### config.mk
export PLATFORM = sky130hd
export DESIGN_NAME = wonce_coh_ctrl
export DESIGN_NICKNAME = d
export VERILOG_FILES = /design/src/rtl/wonce_pkg.sv /design/src/rtl/wonce_line_store.sv /design/src/rtl/wonce_snoop_dec.sv /design/src/rtl/wonce_proc_fsm.sv /design/src/rtl/wonce_coh_ctrl.sv
export SDC_FILE = /design/constraint.sdc
export NUM_CORES = 1
export LEC_CHECK = 0
export ABC_AREA = 1
export BUFFER_PORTS_ARGS = -buffer_cell sky130_fd_sc_hd__buf_4
export CORE_UTILIZATION = 54
export CTS_CLUSTER_SIZE = 16
export DETAILED_ROUTE_END_ITERATION = 10
export PLACE_DENSITY = 0.84
export SKIP_LAST_GASP = 1
export SLEW_MARGIN = 30
export SYNTH_ARGS = -nofsm -noshare
export SYNTH_HDL_FRONTEND = slang
export SYNTH_HIERARCHICAL = 1
export SYNTH_SLANG_ARGS = --single-unit
### constraint.sdc
create_clock -name clk -period 3.3 [get_ports clk]
set_input_delay 0.33 -clock clk [delete_from_list [all_inputs] [get_ports clk]]
set_output_delay 0.33 -clock clk [all_outputs]
set_load 0.01 [all_outputs]
### src/rtl/wonce_pkg.sv
package wonce_pkg;
    typedef enum logic [1:0] {
        LN_INV = 2'd0,
        LN_VAL = 2'd1,
        LN_RSV = 2'd2,
        LN_DRT = 2'd3
    } line_st_e;

    localparam logic [1:0] BC_READ  = 2'd0;
    localparam logic [1:0] BC_WRITE = 2'd1;
    localparam logic [1:0] BC_WTHRU = 2'd2;
    localparam logic [1:0] BC_WBACK = 2'd3;

    typedef enum logic [2:0] {
        PS_IDLE,
        PS_EVICT,
        PS_FILL,
        PS_WTHRU,
        PS_DONE
    } proc_st_e;
endpackage

### src/rtl/wonce_line_store.sv
module wonce_line_store
    import wonce_pkg::*;
#(
    parameter int SETS = 4,
    parameter int TAGW = 6,
    localparam int IDXW = $clog2(SETS)
) (
    input  logic            clk,
    input  logic            rst_n,
    input  logic [IDXW-1:0] pa_idx,
    output line_st_e        pa_st,
    output logic [TAGW-1:0] pa_tag,
    input  logic [IDXW-1:0] sb_idx,
    output line_st_e        sb_st,
    output logic [TAGW-1:0] sb_tag,
    input  logic            sw_en,
    input  logic [IDXW-1:0] sw_idx,
    input  line_st_e        sw_st,
    input  logic            pw_en,
    input  logic [IDXW-1:0] pw_idx,
    input  logic [TAGW-1:0] pw_tag,
    input  line_st_e        pw_st
);
    line_st_e        st_q  [SETS];
    logic [TAGW-1:0] tag_q [SETS];

    // The processor-side write is applied last, so it wins on the same set.
    always_ff @(posedge clk or negedge rst_n) begin
        if (!rst_n) begin
            for (int i = 0; i < SETS; i++) begin
                st_q[i]  <= LN_INV;
                tag_q[i] <= '0;
            end
        end else begin
            if (sw_en) begin
                st_q[sw_idx] <= sw_st;
            end
            if (pw_en) begin
                st_q[pw_idx]  <= pw_st;
                tag_q[pw_idx] <= pw_tag;
            end
        end
    end

    assign pa_st  = st_q[pa_idx];
    assign pa_tag = tag_q[pa_idx];
    assign sb_st  = st_q[sb_idx];
    assign sb_tag = tag_q[sb_idx];
endmodule

### src/rtl/wonce_snoop_dec.sv
module wonce_snoop_dec
    import wonce_pkg::*;
(
    input  logic       snp_valid,
    input  logic [1:0] snp_cmd,
    input  logic       tag_hit,
    input  line_st_e   cur_st,
    output logic       upd,
    output line_st_e   nxt_st,
    output logic       flush_now
);
    always_comb begin
        upd       = 1'b0;
        nxt_st    = cur_st;
        flush_now = 1'b0;
        if (snp_valid && tag_hit && cur_st != LN_INV) begin
            unique case (snp_cmd)
                BC_READ: begin
                    if (cur_st == LN_DRT || cur_st == LN_RSV) begin
                        upd       = 1'b1;
                        nxt_st    = LN_VAL;
                        flush_now = (cur_st == LN_DRT);
                    end
                end
                BC_WRITE, BC_WTHRU: begin
                    upd       = 1'b1;
                    nxt_st    = LN_INV;
                    flush_now = (cur_st == LN_DRT);
                end
                default: begin
                    // A peer's write-back leaves the line as it is.
                    upd = 1'b0;
                end
            endcase
        end
    end
endmodule

### src/rtl/wonce_proc_fsm.sv
module wonce_proc_fsm
    import wonce_pkg::*;
#(
    parameter int AW   = 8,
    parameter int SETS = 4,
    localparam int IDXW = $clog2(SETS),
    localparam int TAGW = AW - IDXW
) (
    input  logic            clk,
    input  logic            rst_n,
    input  logic            cpu_req,
    input  logic            cpu_we,
    input  logic [AW-1:0]   cpu_addr,
    output logic            cpu_busy,
    output logic            cpu_done,
    output logic            bus_req,
    output logic [1:0]      bus_cmd,
    output logic [AW-1:0]   bus_addr,
    input  logic            bus_gnt,
    input  logic            snp_valid,
    output logic [IDXW-1:0] rd_idx,
    input  line_st_e        line_st,
    input  logic [TAGW-1:0] line_tag,
    output logic            pw_en,
    output logic [IDXW-1:0] pw_idx,
    output logic [TAGW-1:0] pw_tag,
    output line_st_e        pw_st
);
    proc_st_e        ps_q, ps_d;
    logic [AW-1:0]   addr_q;
    logic            we_q;
    logic [AW-1:0]   cur_addr;
    logic [TAGW-1:0] cur_tag;
    logic            tag_hit;
    logic            taken;

    assign cur_addr = (ps_q == PS_IDLE) ? cpu_addr : addr_q;
    assign cur_tag  = cur_addr[AW-1:IDXW];
    assign rd_idx   = cur_addr[IDXW-1:0];
    assign tag_hit  = (line_tag == cur_tag) && (line_st != LN_INV);
    assign taken    = bus_req && bus_gnt;

    // State register and request capture
    always_ff @(posedge clk or negedge rst_n) begin
        if (!rst_n) begin
            ps_q   <= PS_IDLE;
            addr_q <= '0;
            we_q   <= 1'b0;
        end else begin
            ps_q <= ps_d;
            if (ps_q == PS_IDLE && cpu_req) begin
                addr_q <= cpu_addr;
                we_q   <= cpu_we;
            end
        end
    end

    // Next state
    always_comb begin
        ps_d = ps_q;
        unique case (ps_q)
            PS_IDLE: begin
                if (cpu_req) begin
                    if (tag_hit) begin
                        ps_d = (cpu_we && line_st == LN_VAL) ? PS_WTHRU : PS_DONE;
                    end else if (line_st == LN_DRT) begin
                        ps_d = PS_EVICT;
                    end else begin
                        ps_d = PS_FILL;
                    end
                end
            end
            PS_EVICT: begin
                if (line_st != LN_DRT || taken) begin
                    ps_d = PS_FILL;
                end
            end
            PS_FILL: begin
                if (taken) begin
                    ps_d = PS_DONE;
                end
            end
            PS_WTHRU: begin
                if (!(tag_hit && line_st == LN_VAL)) begin
                    ps_d = PS_FILL;
                end else if (taken) begin
                    ps_d = PS_DONE;
                end
            end
            PS_DONE: ps_d = PS_IDLE;
            default: ps_d = PS_IDLE;
        endcase
    end

    // Outputs
    always_comb begin
        bus_req  = 1'b0;
        bus_cmd  = BC_READ;
        bus_addr = addr_q;
        pw_en    = 1'b0;
        pw_idx   = rd_idx;
        pw_tag   = cur_tag;
        pw_st    = LN_INV;
        cpu_busy = (ps_q != PS_IDLE);
        cpu_done = (ps_q == PS_DONE);
        unique case (ps_q)
            PS_IDLE: begin
                if (cpu_req && tag_hit && cpu_we && line_st == LN_RSV) begin
                    pw_en = 1'b1;
                    pw_st = LN_DRT;
                end
            end
            PS_EVICT: begin
                bus_req  = (line_st == LN_DRT);
                bus_cmd  = BC_WBACK;
                bus_addr = {line_tag, rd_idx};
            end
            PS_FILL: begin
                bus_req = 1'b1;
                bus_cmd = we_q ? BC_WRITE : BC_READ;
                if (taken) begin
                    pw_en = 1'b1;
                    pw_st = we_q ? LN_DRT : LN_VAL;
                end
            end
            PS_WTHRU: begin
                bus_req = tag_hit && (line_st == LN_VAL);
                bus_cmd = BC_WTHRU;
                if (taken) begin
                    pw_en = 1'b1;
                    pw_st = LN_RSV;
                end
            end
            PS_DONE: begin
                pw_en = 1'b0;
            end
            default: begin
                pw_en = 1'b0;
            end
        endcase
    end


    hold_req_chk: assert property (@(posedge clk) disable iff (!rst_n)
        (bus_req && !bus_gnt && !snp_valid) |=>
            (bus_req && $stable(bus_cmd) && $stable(bus_addr)));


    wb_then_fill_chk: assert property (@(posedge clk) disable iff (!rst_n)
        (bus_req && bus_gnt && bus_cmd == BC_WBACK) |=>
            (bus_req && (bus_cmd == BC_READ || bus_cmd == BC_WRITE)));


    one_done_chk: assert property (@(posedge clk) disable iff (!rst_n)
        cpu_done |=> (!cpu_done && !cpu_busy));
endmodule

### src/rtl/wonce_coh_ctrl.sv
module wonce_coh_ctrl
    import wonce_pkg::*;
#(
    parameter int AW   = 8,
    parameter int SETS = 4
) (
    input  logic          clk,
    input  logic          rst_n,
    input  logic          cpu_req,
    input  logic          cpu_we,
    input  logic [AW-1:0] cpu_addr,
    output logic          cpu_busy,
    output logic          cpu_done,
    output logic          bus_req,
    output logic [1:0]    bus_cmd,
    output logic [AW-1:0] bus_addr,
    input  logic          bus_gnt,
    input  logic          snp_valid,
    input  logic [1:0]    snp_cmd,
    input  logic [AW-1:0] snp_addr,
    output logic          snp_flush
);
    localparam int IDXW = $clog2(SETS);
    localparam int TAGW = AW - IDXW;

    logic [IDXW-1:0] rd_idx;
    line_st_e        rd_st;
    logic [TAGW-1:0] rd_tag;
    logic            pw_en;
    logic [IDXW-1:0] pw_idx;
    logic [TAGW-1:0] pw_tag;
    line_st_e        pw_st;

    logic [IDXW-1:0] sn_idx;
    logic [TAGW-1:0] sn_tag_in;
    line_st_e        sn_st;
    logic [TAGW-1:0] sn_tag;
    logic            sn_hit;
    logic            sw_en;
    line_st_e        sw_st;
    logic            flush_now;
    logic            flush_q;

    assign sn_idx    = snp_addr[IDXW-1:0];
    assign sn_tag_in = snp_addr[AW-1:IDXW];
    assign sn_hit    = (sn_tag == sn_tag_in);

    wonce_line_store #(.SETS(SETS), .TAGW(TAGW)) store_i (
        .clk    (clk),
        .rst_n  (rst_n),
        .pa_idx (rd_idx),
        .pa_st  (rd_st),
        .pa_tag (rd_tag),
        .sb_idx (sn_idx),
        .sb_st  (sn_st),
        .sb_tag (sn_tag),
        .sw_en  (sw_en),
        .sw_idx (sn_idx),
        .sw_st  (sw_st),
        .pw_en  (pw_en),
        .pw_idx (pw_idx),
        .pw_tag (pw_tag),
        .pw_st  (pw_st)
    );

    wonce_snoop_dec snoop_i (
        .snp_valid (snp_valid),
        .snp_cmd   (snp_cmd),
        .tag_hit   (sn_hit),
        .cur_st    (sn_st),
        .upd       (sw_en),
        .nxt_st    (sw_st),
        .flush_now (flush_now)
    );

    wonce_proc_fsm #(.AW(AW), .SETS(SETS)) fsm_i (
        .clk       (clk),
        .rst_n     (rst_n),
        .cpu_req   (cpu_req),
        .cpu_we    (cpu_we),
        .cpu_addr  (cpu_addr),
        .cpu_busy  (cpu_busy),
        .cpu_done  (cpu_done),
        .bus_req   (bus_req),
        .bus_cmd   (bus_cmd),
        .bus_addr  (bus_addr),
        .bus_gnt   (bus_gnt),
        .snp_valid (snp_valid),
        .rd_idx    (rd_idx),
        .line_st   (rd_st),
        .line_tag  (rd_tag),
        .pw_en     (pw_en),
        .pw_idx    (pw_idx),
        .pw_tag    (pw_tag),
        .pw_st     (pw_st)
    );

    always_ff @(posedge clk or negedge rst_n) begin
        if (!rst_n) begin
            flush_q <= 1'b0;
        end else begin
            flush_q <= flush_now;
        end
    end
    assign snp_flush = flush_q;


    rst_quiet_chk: assert property (@(posedge clk)
        !rst_n |=> (!bus_req && !cpu_busy && !snp_flush));


    inval_flush_chk: assert property (@(posedge clk) disable iff (!rst_n)
        (snp_valid && (snp_cmd == BC_WRITE || snp_cmd == BC_WTHRU) &&
         sn_hit && sn_st == LN_DRT) |=> snp_flush);


    flush_cause_chk: assert property (@(posedge clk) disable iff (!rst_n)
        snp_flush |-> ($past(snp_valid) && $past(snp_cmd) != BC_WBACK));
endmodule

# [Yosys cells after proc, flatten, opt, wreduce, memory -nomap -nowiden]
# Cells that the tools add are included.
[totals] regBits=45 inputBits=24 output_inout_bits=14 wordCells=109
[classes] n_lt_le_gt_ge=4 eq_ne=16 n_mux=53 bitwise_logic=2 reduce_logical=22
[op_table] op="2-to-1 mux 8 bit" n=4
[op_table] op="2-to-1 mux 6 bit" n=5
[op_table] op="2-to-1 mux 2 bit" n=13
[op_table] op="binary-select mux 6 bit (select 2 bit)" n=2
[op_table] op="bitwise mux 24 bit" n=1
[op_table] op="2-to-1 mux 3 bit" n=6
[op_table] op="bitwise mux 8 bit" n=2
[op_table] op="demux 6 bit (select 2 bit)" n=1
[op_table] op="equality test 6 bit" n=2
[op_table] op="logical AND 1 bit" n=12
[op_table] op="case mux 2 bit (3 select lines)" n=2
[op_table] op="case mux 3 bit (4 select lines)" n=1
[op_table] op="equality test 2 bit (second input constant)" n=5
[op_table] op="binary-select mux 2 bit (select 2 bit)" n=2
[op_table] op="demux 2 bit (select 2 bit)" n=2
[op_table] op="2-to-1 mux 1 bit" n=7
[op_table] op="equality test 3 x 2 -> 1 bit (second input constant)" n=2
[op_table] op="greater-or-equal comparator 3 bit (second input constant)" n=2
[op_table] op="< comparator 3 x 1 -> 1 bit (second input constant)" n=2
[op_table] op="inverter 2 -> 3 bit" n=2
[op_table] op="case mux 1 bit (2 select lines)" n=3
[op_table] op="equality test 2 x 1 -> 1 bit (second input constant)" n=2
[op_table] op="inequality test 2 bit (second input constant)" n=2
[op_table] op="case mux 2 bit (2 select lines)" n=1
[op_table] op="other kinds (11)" n=14

# [Logic depth before layout (Yosys ltp)]
# Gate-level depths: netlist (run 1).
[depth] depth_word=15 ltp_mapped=24 ltp_nobuf=21

# [By module]
# The synthesis (run 1) kept the hierarchy.
[by_module_without_submodules] mod="wonce_line_store" instances=1 cells_each=248 area_per_inst_um2=1926.8 seq_area_each_um2=800.8
[by_module_without_submodules] mod="wonce_proc_fsm" instances=1 cells_each=189 area_per_inst_um2=1272.5 seq_area_each_um2=300.3
[by_module_without_submodules] mod="wonce_coh_ctrl" instances=1 cells_each=29 area_per_inst_um2=138.9 seq_area_each_um2=25.0
[by_module_without_submodules] mod="wonce_snoop_dec" instances=1 cells_each=19 area_per_inst_um2=105.1 seq_area_each_um2=0.0

# [Least setup slack after synthesis (run 1)]
# Ideal clock, no wire load.
[synth_timing] kind="reg2reg" startpoint="reg fsm_i.ps_q[0]" endpoint="reg store_i/st_q[2] (netlist name)" setup_ps=117 arrival_time_ps=3149 required_time_ps=3183 setup_slack_ps=34 stages_incl_launch_ff=23 n_path_buf=4 synth_period_minus_slack_ps=3266 cell_sequence="dfrtp_1 > nor2_4 > nand2_4 > buf_6 > o21ai_0 > buf_4 > inv_2 > buf_6 > o21ai_2 > o22ai_1 > inv_1 > nand3_1 > nand2_4 > nand3_4 > nor2_4 > nand3_2 > nand2_4 > nand3_2 > nand2_1 > nand3_2 > buf_6 > nand3_1 > nand2_1"
[synth_between] word_cells_on_any_way=38 cone_classes="order compare (2); eq/ne (7); mux (18); bitwise (1); reduce/logical (10)"
[synth_rtl] item="start, declared" line="wonce_proc_fsm.sv:29" rtl="proc_st_e ps_q, ps_d;"
[synth_rtl] item="start signal, assigned" line="wonce_proc_fsm.sv:50" rtl="ps_q <= ps_d;"
[synth_rtl] item="logical NOT 3 bit" line="wonce_proc_fsm.sv:37" rtl="assign cur_addr = (ps_q == PS_IDLE) ? cpu_addr : addr_q;"
[synth_rtl] item="2-to-1 mux 8 bit" line="wonce_proc_fsm.sv:37"
[synth_rtl] item="via pw_idx[0]" line="wonce_coh_ctrl.sv:30" rtl="logic [IDXW-1:0] pw_idx;"
[synth_rtl] item="inverter 2 -> 3 bit (implied by the code)" line="wonce_line_store.sv:46" rtl="assign pa_tag = tag_q[pa_idx];"
[synth_rtl] item="binary-select mux 6 bit (select 2 bit)" line="wonce_line_store.sv:46"
[synth_rtl] item="2-to-1 mux 6 bit (implied by the code) (2 in a row)" line="wonce_line_store.sv:46"
[synth_rtl] item="via rd_tag[2]" line="wonce_coh_ctrl.sv:28" rtl="logic [TAGW-1:0] rd_tag;"
[synth_rtl] item="equality test 6 bit" line="wonce_proc_fsm.sv:40" rtl="assign tag_hit = (line_tag == cur_tag) && (line_st != LN_INV);"
[synth_rtl] item="logical AND 1 bit" line="wonce_proc_fsm.sv:40"
[synth_rtl] item="logical AND 1 bit" line="wonce_proc_fsm.sv:127" rtl="bus_req = tag_hit && (line_st == LN_VAL);"
[synth_rtl] item="case mux 1 bit (3 select lines)" line="wonce_proc_fsm.sv:106" rtl="unique case (ps_q)"
[synth_rtl] item="via bus_req" line="wonce_coh_ctrl.sv:14" rtl="output logic bus_req,"
[synth_rtl] item="logical AND 1 bit" line="wonce_proc_fsm.sv:41" rtl="assign taken = bus_req && bus_gnt;"
[synth_rtl] item="2-to-1 mux 1 bit" line="wonce_proc_fsm.sv:121, wonce_proc_fsm.sv:129"
[synth_rtl] item="case mux 1 bit (2 select lines)" line="wonce_proc_fsm.sv:106"
[synth_rtl] item="via pw_en" line="wonce_coh_ctrl.sv:29" rtl="logic pw_en;"
[synth_rtl] item="2-to-1 mux 8 bit" line="wonce_line_store.sv:38" rtl="if (pw_en) begin"
[synth_rtl] item="end signal, assigned by index" line="wonce_line_store.sv:36" rtl="st_q[sw_idx] <= sw_st;"
[synth_rtl] item="end signal, assigned by index" line="wonce_line_store.sv:39" rtl="st_q[pw_idx] <= pw_st;"
[synth_rtl] item="end, declared" line="wonce_line_store.sv:24" rtl="line_st_e st_q [SETS];"
# The timed path passes the listed nets, and every way through them passes these cells. The select of a mux whose other input is x is not followed.
# A chain may end at the register's enable or synchronous reset.

# [Worst setup path in the final report (run 1)]
[layout_timing] startpoint="reg fsm_i.ps_q[0]" endpoint="reg store_i/tag_q[8] (netlist name)"
[layout_between] elab_chain_len=13 word_cells_on_any_way=34 cone_classes="order compare (2); eq/ne (7); mux (14); bitwise (1); reduce/logical (10)"
[layout_rtl] item="logical NOT 3 bit *" line="wonce_proc_fsm.sv:37"
[layout_rtl] item="2-to-1 mux 8 bit *" line="wonce_proc_fsm.sv:37"
[layout_rtl] item="via pw_idx[1]" line="wonce_coh_ctrl.sv:30"
[layout_rtl] item="inverter 2 -> 3 bit (implied by the code) *" line="wonce_line_store.sv:46"
[layout_rtl] item="binary-select mux 6 bit (select 2 bit) *" line="wonce_line_store.sv:46"
[layout_rtl] item="2-to-1 mux 6 bit (implied by the code) * (2 in a row)" line="wonce_line_store.sv:46"
[layout_rtl] item="via rd_tag[5]" line="wonce_coh_ctrl.sv:28"
[layout_rtl] item="equality test 6 bit *" line="wonce_proc_fsm.sv:40"
[layout_rtl] item="logical AND 1 bit *" line="wonce_proc_fsm.sv:40"
[layout_rtl] item="logical AND 1 bit, on equally long branches" line="wonce_proc_fsm.sv:127, wonce_proc_fsm.sv:108"
[layout_rtl] item="case mux 1 bit (3 select lines) or logical AND 1 bit (tied branches)" line="wonce_proc_fsm.sv:106, wonce_proc_fsm.sv:108"
[layout_rtl] item="logical AND 1 bit, on equally long branches" line="wonce_proc_fsm.sv:41, wonce_proc_fsm.sv:108"
[layout_rtl] item="2-to-1 mux 1 bit, on equally long branches" line="wonce_proc_fsm.sv:121, wonce_proc_fsm.sv:129, wonce_proc_fsm.sv:108"
[layout_rtl] item="case mux 1 bit (2 select lines) *" line="wonce_proc_fsm.sv:106"
[layout_rtl] item="via pw_en" line="wonce_coh_ctrl.sv:29"
[layout_rtl] item="end signal, assigned by index" line="wonce_line_store.sv:40" rtl="tag_q[pw_idx] <= pw_tag;"
[layout_rtl] item="end, declared" line="wonce_line_store.sv:25" rtl="logic [TAGW-1:0] tag_q [SETS];"
# Mark *: on every way through the listed nets, which the timed path passes. The rest lies on a longest branch. The select of a mux whose other input is x is not followed.

==> metrics.txt, run 1 <==
outcome finished clean; FP Rows 28; Initial DRC Count 418; P_leak 2.05 nW; Total GRT Usage 0.261; clk slew on worst S/H paths 90 ps; final WL 9020 um; Crit path arrival time 3480 ps; Synth-to-Final Area Change 16.9%; Max-Cap Viols 0; XOR/XNOR share of the synthesized area 0.00254; die width 81.9 um; CP Buf/Inv Count 4; number of synthesized flops with an enable pin 0; # DRC 0; CP Launch Type flip-flop; pwr dens 1050 nW/um2; syn_nets 511; GRT Residual Overflow 0; Slew @ Worst Pin 603 ps; cts hold-fix bufs 0; Final Hold Viols 0; setup TNS 0 ps; CP Capture Type flip-flop; Seq/Total Area, Yosys 0.327; r2r startpoint fsm_i/ps_q[0]; DR WL/cell 14.9 um; htree depth 2; layout cell share with drive strength beyond 1 0.274; fin crit share 0.982; CTS tree yes; Worst path slowest cell dfrtp_1; clock tree buffer depth 2; Detail Route Antenna Nets 0; largest net degree at the start of global routing 46; ys flop type dfrtp_1; final cell count without fillers 605; adder-cell share of the synthesized area 0.00727; # diodes 0; Final Max Slew Viols 0; clk sinks 45; largest family of logic cells by synthesized area simple AND/OR/NAND/NOR gates; post-DR vias/cell 5.64; # setup viols final 0; Synth Area in Compound Gates 0.186; global-route wire length before repair 13400 um; Worst-Skew Late Latency 310 ps; mux cell area share after synthesis 0.00654; largest area contributor in the synthesized netlist dfrtp_1; worst min path class in2async; syn avg cell area 7.10 um2; Critical Path RT 3540 ps; Port Buffer Count 37; drt first pass iters 5; Inst Count DP 585; Mapped Area 3440 um2; initial core utilization 0.571; Crit. Startpoint fsm_i/ps_q[0]; vias after detailed routing 3412; IO Count 38; Critical Path Max Stage Delay 440 ps; crit-path max FO 9; CP top delay family simple AND/OR/NAND/NOR gates; Syn Inst Count 485; Slew HR 0.598; Worst VDD drop 724 uV; HPWL after DPL 6080 um; Max Clock Skew 12.6 ps; chip height 81.9 um; Filler cells 502; cells along the critical path nor2_4, nand2_4, o21ai_1, buf_4, clkinvlp_4, o21ai_0, o22ai_1, inv_1, nand3_1, nand2_2, nand3_4, nor2_4, nand3_2, nand2_4, nand3_2, nand2_8, nand3_4, buf_4, o21ai_2; TritonCTS Buffers 5; initial antenna violation count 0; post-synth top area share 0.327; #FFs+latches synth 45; Die Area 6700 um2; area share of and/or/nand/nor cells after synthesis 0.342; synthesis warning total 6; Final nets 555; top area cells in the synthesized netlist dfrtp_1 (33%), nand2_1 (13%), inv_1 (7.5%); fraction of registers with async set or reset after synthesis 1.00; Yosys cell types 30; number of global-route vias before repair 2981; Core Box Area 6030 um2; Fmax 309 MHz; Period minus WS final 3240 ps; gpl congestion 0.877; root buffer cell clkbuf_8; WS Path Type reg2reg
where the power goes:
group	leakage (nW)	internal, mW	total [mW]	switching, mW
registers	0.575	0.776	0.984	0.208
clock network	0.0585	0.247	0.448	0.201
logic	1.42	0.979	2.78	1.80
worst paths after layout:
check	endpoint	slack [ps]	depth (start not counted)
max reg2reg	store_i/tag_q[8]	60	19
min	store_i/tag_q[0]	30	1
min reg2reg	fsm_i/addr_q[1]	530	2
min in group clk	fsm_i/addr_q[4]	290	2
max in group asynchronous	fsm_i/we_q	2860	1
max	store_i/tag_q[8]	60	19
repair_timing:
| item | in CTS | in global routing |
|---|---|---|
| cloned | 0 | 4 |
| setup buffers | 0 | 8 |
| setup endpoints to repair | 32 | 33 |
| pin swaps | 0 | 5 |
| resized for setup | 0 | 19 |
| endpoints found under the hold margin | 0 | 0 |
cells in the mapped netlist, types with 2 or more instances:
master / n
nor2_4: 3
nor3_1: 2
a21oi_1: 11
ha_1: 2
nand3_1: 26
o22ai_1: 12
nand2_4: 3
nand4_1: 5
nor2_1: 44
nand2_1: 119
buf_6: 8
o21ai_1: 7
clkbuf_1: 4
inv_1: 69
buf_4: 5
nand3_2: 15
nand3_4: 4
dfrtp_1: 45
nor2_2: 2
mux2_2: 2
o21ai_2: 26
inv_2: 4
nand2_2: 13
o21ai_0: 48
worst reg2reg max path, cell delays in order, from the launching register on:
cell and delay, ps:
dfrtp_1 440, nor2_4 160, nand2_4 90, o21ai_1 170, buf_4 200, clkinvlp_4 190
o21ai_0 170, o22ai_1 210, inv_1 150, nand3_1 100, nand2_2 90, nand3_4 80
nor2_4 160, nand3_2 100, nand2_4 90, nand3_2 140, nand2_8 200, nand3_4 160
buf_4 190, o21ai_2 100
logic make-up (layout without fill, tap and decap cells):
| group | Yosys count | after routing |
|---|---|---|
| compound gates | 105 | 105 |
| xor+xnor | 1 | 1 |
| fa+ha+maj | 2 | 2 |
| buf+inv | 92 | 133 |
| flops | 45 | 45 |
| mux | 2 | 2 |
| simple gates | 238 | 242 |
area by class of cell:
type,instances,area (um2),area share
multi-input combinational,352,2020,0.502
tap,75,93.8,0.0233
clock inverter,1,30.0,0.00746
clock buffer,7,86.3,0.0215
timing repair buffer,52,390,0.0970
inverter,73,278,0.0690
sequential,45,1130,0.280
layout by cell type, fill, tap and decap left out, drive strengths merged:
cell type / Yosys / routed
bufinv: 0 / 1
o21ai: 81 / 81
or2: 2 / 2
nand3: 45 / 49
nor2: 49 / 49
mux2: 2 / 2
nand4: 5 / 5
dfrtp: 45 / 45
xnor2: 1 / 1
nor3: 2 / 2
clkbuf: 4 / 7
a21oi: 12 / 12
o22ai: 12 / 12
buf: 15 / 52
ha: 2 / 2
clkinvlp: 0 / 1
nand2: 135 / 135
inv: 73 / 72
sequential cells by signal, indices dropped and copies added, names as in the netlist:
| name | flops |
|---|---|
| store_i/tag_q | 24 |
| fsm_i/addr_q | 8 |
| store_i/st_q | 8 |
| fsm_i/ps_q | 3 |
| fsm_i/we_q | 1 |
| snp_flush | 1 |
layer usage:
layer  routed length [um]  global-route usage
met1                 3900               0.356
met3                  795              0.0478
met5                    0                   0
met4                  123              0.0632
met2                 4210               0.425
per-stage QoR:
step / cell area (um2) / hold slack [ps] / power, mW / worst slack (ps) / utilization
after floorplan: 3440 / 34.4 / 2.86 / 34.1 / -
after global placement: 3700 / 370 / 3.32 / 33.5 / 0.614
after detailed placement: 3700 / 375 / 3.41 / -68.5 / 0.614
after CTS: 3820 / 44.0 / 3.86 / -96.2 / 0.633
after global routing: 4020 / 67.2 / 4.53 / -106 / 0.668
final: 4020 / 29.6 / 4.21 / 60.0 / 0.668
Power figures use the tool's default switching activity.
==> run 2, diff against run 1 <==
--- a/config.mk
+++ b/config.mk
@@ -5,12 +5,12 @@
 export SDC_FILE = /design/constraint.sdc
 export NUM_CORES = 1
 export LEC_CHECK = 0
-export ABC_AREA = 1
 export BUFFER_PORTS_ARGS = -buffer_cell sky130_fd_sc_hd__buf_4
-export CORE_UTILIZATION = 54
+export CORE_UTILIZATION = 45
 export CTS_CLUSTER_SIZE = 16
 export DETAILED_ROUTE_END_ITERATION = 10
-export PLACE_DENSITY = 0.84
+export GPL_TIMING_DRIVEN = 0
+export PLACE_DENSITY = 0.74
 export SKIP_LAST_GASP = 1
 export SLEW_MARGIN = 30
 export SYNTH_ARGS = -nofsm -noshare
==> run 2 against run 1 <==
Net effect: the run now ends with negative setup slack left; final cell count decreased by 29%; global-route usage decreased by 1.8 points; first-iteration DRC count decreased by 72%; critical endpoint is now store_i/st_q[7]; largest cell class unchanged.
==> metrics.txt, run 2 <==
sequential share of power 0.245 (+0.011); IO Count 38 (unchanged); # diodes 0 (unchanged); failing checks negative setup slack; Worst VDD drop 678 uV (-6.4%); CP most frequent cell a21oi_2; P_int 2.36 mW (+18%); global-route wire length before repair 13300 um (-0.57%); Inst Count DP 394 (-33%); worst min path class in2async; Filler cells 502 (unchanged); Final Max Slew Viols 0 (unchanged); WS Path Type reg2reg; Slew HR 0.579 (-0.0185); clk sinks 45 (unchanged); commonest cells after routing, fill and taps aside buf_4 (63), dfrtp_1 (45), nand2_1 (39); Worst path slowest cell mux4_2; final WL 8150 um (-9.7%); number of global-route vias before repair 2695 (-9.6%); Reg2Reg Setup Slack -400 ps (-460 ps); synthesis warning total 6 (unchanged); Syn Inst Count 280 (-42%); Switching Fraction 0.416 (-0.109); Worst R2R End store_i/st_q[7]; cells along the critical path nor3_4, buf_6, clkinvlp_4, mux2_4, mux4_2, xnor2_2, o21ai_1, or3_1, a21oi_2, nand2_2, o21ai_4, or3b_4, buf_8, nor2_4, a21oi_2; htree depth 2 (unchanged); Critical Path Max Stage Delay 500 ps (+60 ps); outcome complete, but fails checks; gpl congestion 0.840 (-4.2%); P_leak 1.84 nW (-10%); pwr dens 1020 nW/um2 (-2.1%); Core Box Area 6390 um2 (+6.0%); biggest regs store_i/tag_q (24), fsm_i/addr_q (8), store_i/st_q (8); Initial DRC Count 118 (-72%); Period minus WS final 3700 ps (+458 ps); R2R cell count 15 (-4); syn_nets 306 (-40%); Final Hold Viols 0 (unchanged); Yosys cell types 51 (+70%); combinational share of power 0.653 (-0.007); top area cells in the synthesized netlist dfrtp_1 (38%), mux4_2 (12%), mux2_2 (11%); total power 4.04 mW (-4.2%); drt first pass iters 4 (-1); Port Buffer Count 37 (unchanged); clock power share 0.101 (-0.005); adder-cell share of the synthesized area 0.00838 (+0.00111); fraction of registers with async set or reset after synthesis 1.00 (unchanged); initial antenna violation count 0 (unchanged); final core utilization 0.617 (-0.0510); CTS tree yes; fin crit share 1.12 (+0.139); mux cell area share after synthesis 0.272 (+0.265); Mapped Area 2990 um2 (-13%); Total GRT Usage 0.243 (-0.0180); max FFs per register 24 (unchanged); number of synthesized flops with an enable pin 0 (unchanged); vias after detailed routing 2544 (-25%); #FFs+latches synth 45 (unchanged); Slew @ Worst Pin 627 ps (+24.4 ps); HPWL after DPL 5170 um (-15%); die width 83.5 um (+2.0%); switching pwr 1.68 mW (-24%); commonest non-fill, non-tap cell in the layout buf_4; chip height 83.5 um (+2.0%); Critical Path RT 3490 ps (-50 ps); Worst Setup Slack, final -398 ps (-458 ps); ys flop type dfrtp_1; # DRC 0 (unchanged); root buffer cell clkbuf_8; Top reg by flops store_i/tag_q; Final nets 381 (-31%); Fin Hold WS 35.8 ps (+6.13 ps); crit-path max FO 6 (-3); # setup viols final 33 (+33); TritonCTS Buffers 5 (unchanged); RSZ-0062 raised after global routing true; Max Clock Skew 6.88 ps (-5.76 ps); clk slew on worst S/H paths 90 ps (about the same); r2r startpoint fsm_i/ps_q[1]; Crit path arrival time 3890 ps (+410 ps); layout cell share with drive strength beyond 1 0.504 (+0.231); CP Launch Type flip-flop; Max-Cap Viols 0 (unchanged); Seq/Total Area, Yosys 0.377 (+0.0500); Die Area 6970 um2 (+4.0%); largest family of logic cells by synthesized area multiplexers; Worst-Skew Late Latency 300 ps (about the same); Synth-to-Final Area Change 31.9%; Fmax 270 MHz (-12%); most frequent cell after synthesis nand2_1; FP Rows 29 (+3.6%); XOR/XNOR share of the synthesized area 0.0318 (+0.0293); Synth Area in Compound Gates 0.0972 (-0.0892); CP Capture Type flip-flop; area share of and/or/nand/nor cells after synthesis 0.164 (-0.178); clock tree buffer depth 2 (unchanged); final cell count without fillers 432 (-29%); setup TNS -9720 ps (-9720 ps); post-synth top area share 0.377 (+0.0500); initial core utilization 0.468 (-0.104); post-DR vias/cell 5.89 (+4.4%); GRT Residual Overflow 0 (unchanged); largest net degree at the start of global routing 46 (unchanged); syn avg cell area 10.7 um2 (+50%); most frequent cells after synthesis nand2_1 (46), dfrtp_1 (45), mux2_2 (29); largest area contributor in the synthesized netlist dfrtp_1; Detail Route Antenna Nets 0 (unchanged); DR WL/cell 18.9 um (+27%)
[run 2: changes by cell type after synthesis, moves of 12 or more]
cell     before  now
inv_1        69   12
mux2_2        2   29
mux4_2        0   16
nand2_1     119   46
nand2_2      13    1
nand3_1      26    4
nand3_2      15    1
nor2_1       44   15
o21ai_0      48   11
o21ai_2      26    0
[run 2: final cells by class]
class,instances,area (um2),share of cell area
timing repair buffer,72,578,0.147
inverter,12,48.8,0.0124
clock buffer,5,68.8,0.0175
sequential,45,1130,0.286
tap,77,96.3,0.0245
clock inverter,2,35.0,0.00889
multi-input combinational,210,1920,0.487
buffer,9,67.6,0.0172
[run 2: critical path: cells and delay by family (launching register included)]
kind / cells / cell delay [ps]
simple gates: 5 / 1190
mux: 2 / 870
compound gates: 4 / 550
flops: 1 / 440
buf+inv: 3 / 390
xor+xnor: 1 / 150
[run 2: cells by family after synthesis]
group                      after synthesis
xor gates and xnor gates                10
and+or+nand+nor                         93
muxes                                   56
AOI/OAI and AO/OA                       47
buffers and inverters                   27
adders and majority gates                2
DFF                                     45
[run 2: timing repair]
| item | in CTS | in global routing |
|---|---|---|
| hold buffers | 0 | 0 |
| pin swaps | 8 | 22 |
| endpoints found under the setup margin | 36 | 36 |
| gates resized for setup | 30 | 34 |
| buffers inserted | 27 | 11 |
| cloned | 2 | 1 |
[run 2: stage by stage]
stage               area (um2)  worst slack [ps]
finish                    3940              -398
floorplan                 3030              -502
global route              3940              -565
CTS                       3860              -562
detailed placement        3400              -876
global placement          3400              -830
[run 2: how the worst max path moves through the flow]
stage,endpoint,start
3_3_place_gp,store_i/st_q[4],fsm_i/ps_q[0]
6_report,store_i/st_q[7],fsm_i/ps_q[1]
2_1_floorplan,store_i/st_q[7],fsm_i/ps_q[0]
5_1_grt,store_i/st_q[6],fsm_i/ps_q[1]
3_5_place_dp,store_i/st_q[0],fsm_i/ps_q[0]
4_1_cts,bus_req,fsm_i/ps_q[2]
[run 2: power by group through the flow]
stage / clock, mW / combinational, mW / sequential [mW]
after floorplan: 0 / 1.60 / 0.924
after global placement: 0 / 2.03 / 0.954
after detailed placement: 0 / 2.08 / 0.977
after CTS: 0.416 / 2.51 / 0.969
after global routing: 0.442 / 2.83 / 1.02
final: 0.409 / 2.64 / 0.990
[run 2: routing by layer]
layer | global-route usage | vias up | wire (um)
met1 | 0.315 | 1268 | 3450
met4 | 0.0909 | 0 | 243
met5 | 0 | - | 0
met3 | 0.0386 | 22 | 359
li1 | - | 1158 | -
met2 | 0.412 | 96 | 4100
==> run 3, diff against run 2 <==
--- a/config.mk
+++ b/config.mk
@@ -6,11 +6,12 @@
 export NUM_CORES = 1
 export LEC_CHECK = 0
 export BUFFER_PORTS_ARGS = -buffer_cell sky130_fd_sc_hd__buf_4
-export CORE_UTILIZATION = 45
+export CORE_UTILIZATION = 30
 export CTS_CLUSTER_SIZE = 16
 export DETAILED_ROUTE_END_ITERATION = 10
 export GPL_TIMING_DRIVEN = 0
-export PLACE_DENSITY = 0.74
+export PLACE_DENSITY = 0.56
+export SETUP_SLACK_MARGIN = 0.4
 export SKIP_LAST_GASP = 1
 export SLEW_MARGIN = 30
 export SYNTH_ARGS = -nofsm -noshare
==> run 3 against run 2 <==
Net effect: the run still ends with negative setup slack left; critical path depth grew 2; via count down 3.8%; flip-flop and latch count is the same; clock power is 14% lower; first-iteration DRC count rose by 30%.
==> metrics.txt, run 3 (synthesized netlist as in run 2, its figures left out) <==
Slew HR 0.459 (-0.121); failing checks negative setup slack; crit-path max FO 6 (unchanged); # setup viols final 35 (+6.1%); layout cell share with drive strength beyond 1 0.493 (-0.0113); Top reg by flops store_i/tag_q; combinational share of power 0.674 (+0.021); Core Box Area 9730 um2 (+52%); Critical Path Max Stage Delay 480 ps (-20 ps); Fmax 254 MHz (-6.0%); final WL 7940 um (-2.5%); final core utilization 0.417 (-0.200); HPWL after DPL 5190 um (+0.47%); GRT Residual Overflow 0 (unchanged); Period minus WS final 3940 ps (+237 ps); drt first pass iters 5 (+1); Reg2Reg Setup Slack -640 ps (-240 ps); biggest regs store_i/tag_q (24), fsm_i/addr_q (8), store_i/st_q (8); critical path endpoint store_i/st_q[6]; commonest cells after routing, fill and taps aside buf_4 (52), dfrtp_1 (45), nand2_1 (39); P_int 2.36 mW (+0.29%); outcome complete, but fails checks; Worst VDD drop 407 uV (-40%); Slew @ Worst Pin 807 ps (+180 ps); Worst R2R End store_i/st_q[6]; CP Launch Type flip-flop; worst min path class in2async; clock tree buffer depth 2 (unchanged); r2r startpoint fsm_i/ps_q[1]; Worst-Skew Late Latency 310 ps (about the same); largest net degree at the start of global routing 46 (unchanged); vias after detailed routing 2448 (-3.8%); number of global-route vias before repair 2463 (-8.6%); Critical Path RT 3490 ps (about the same); switching pwr 1.69 mW (+0.75%); IO Count 38 (unchanged); clock power share 0.087 (-0.014); Synth-to-Final Area Change 35.7%; Crit. Startpoint fsm_i/ps_q[1]; WS Path Type reg2reg; initial core utilization 0.307 (-0.161); Final nets 381 (unchanged); CP Capture Type flip-flop; initial antenna violation count 0 (unchanged); die width 102 um (+22%); Crit path arrival time 4130 ps (+240 ps); clk sinks 45 (unchanged); CP most frequent cell buf_6; Worst Setup Slack, final -635 ps (-237 ps); cells along the critical path buf_6, nor3_4, buf_6, clkinvlp_4, mux2_4, buf_6, buf_12, mux4_2, a222oi_1, nand3_1, a21oi_4, nand2_4, o21ai_4, or3b_4, buf_8, nor2_4, a21oi_2; Total GRT Usage 0.167 (-0.0759); commonest non-fill, non-tap cell in the layout buf_4; pwr dens 1000 nW/um2 (-2.3%); sequential share of power 0.240 (-0.005); fin crit share 1.19 (+0.0719); TritonCTS Buffers 5 (unchanged); Die Area 10400 um2 (+49%); CTS tree yes; gpl congestion 0.774 (-7.8%); # diodes 0 (unchanged); # DRC 0 (unchanged); RSZ-0062 raised after global routing true; Switching Fraction 0.417 (+0.00111); Max-Cap Viols 0 (unchanged); Fin Hold WS 22.9 ps (-12.9 ps); Detail Route Antenna Nets 0 (unchanged); max FFs per register 24 (unchanged); DR WL/cell 16.3 um (-14%); Final Max Slew Viols 0 (unchanged); R2R cell count 17 (+2); htree depth 2 (unchanged); chip height 102 um (+22%); Initial DRC Count 153 (+30%); clk slew on worst S/H paths 90 ps (about the same); Port Buffer Count 37 (unchanged); root buffer cell clkbuf_8; post-DR vias/cell 5.02 (-15%); Worst path slowest cell mux4_2; global-route wire length before repair 12900 um (-3.0%); Max Clock Skew 8.35 ps (+1.47 ps); P_leak 1.86 nW (+0.74%); Final Hold Viols 0 (unchanged); FP Rows 36 (+24%)
[run 3: cell count changes in the layout (fill, tap and decap cells not counted), moves of 2 or more]
cell and change:
buf_4 -11, buf_6 +7, a21oi_2 -3, a21oi_1 +2
buf_12 +2
[run 3: worst min path at each step]
stage	from	cells past startpoint	slack, ps	end
5_1_grt	rst_n	1	60	snp_flush
2_1_floorplan	rst_n	0	30	fsm_i/addr_q[0]
3_5_place_dp	rst_n	1	390	snp_flush
3_3_place_gp	rst_n	1	380	snp_flush
6_report	rst_n	1	20	snp_flush
4_1_cts	rst_n	1	50	fsm_i/addr_q[4]
[run 3: stage by stage]
stage               cells  TNS, ps  setup slack [ps]  total power, mW  area [um2]
global route          488   -23000              -753             4.34        4050
global placement      450   -27720              -902             3.03        3470
CTS                   483   -18440              -659             3.95        3980
detailed placement    450   -27860              -947             3.06        3470
floorplan             280   -12360              -502             2.52        3030
finish                488   -19020              -635             4.06        4050
[run 3: timing repair]
item                                    CTS  global route
endpoints found under the setup margin   42            42
endpoints found under the hold margin     0             0
pin swaps                                21            10
hold buffers                              0             0
gates cloned                              4             0
gates resized for setup                  46            13
buffers inserted                         22             5
[run 3: power groups by stage]
stage | clock, mW | sequential [mW] | combinational, mW
4_1_cts | 0.365 | 0.969 | 2.62
6_report | 0.352 | 0.972 | 2.73
2_1_floorplan | 0 | 0.924 | 1.60
3_3_place_gp | 0 | 0.960 | 2.07
5_1_grt | 0.383 | 1.01 | 2.95
3_5_place_dp | 0 | 0.971 | 2.09
[run 3: final cells by class]
type                            instances  area [um2]
Multi-Input combinational cell        211        1940
Clock buffer                            5        68.8
Timing Repair Buffer                   65         553
Clock inverter                          2        16.3
Sequential cell                        45        1130
Tap cell                              133         166
Buffer                                 15         134
Inverter                               12        48.8
Fill cell                             978        5680
[run 3: routing by layer]
metal / share of wire / GRT usage / wire (um)
met5: 0 / 0 / 0
met4: 0.019 / 0.0580 / 150
met1: 0.45 / 0.230 / 3600
met2: 0.48 / 0.267 / 3850
met3: 0.043 / 0.0269 / 342
[run 3: critical path, delay by kind of cell (launching register included)]
| kind | cells | cell delay [ps] |
|---|---|---|
| DFF | 1 | 390 |
| buffers and inverters | 6 | 780 |
| and+or+nand+nor | 5 | 1000 |
| AOI/OAI and AO/OA | 4 | 840 |
| muxes | 2 | 810 |
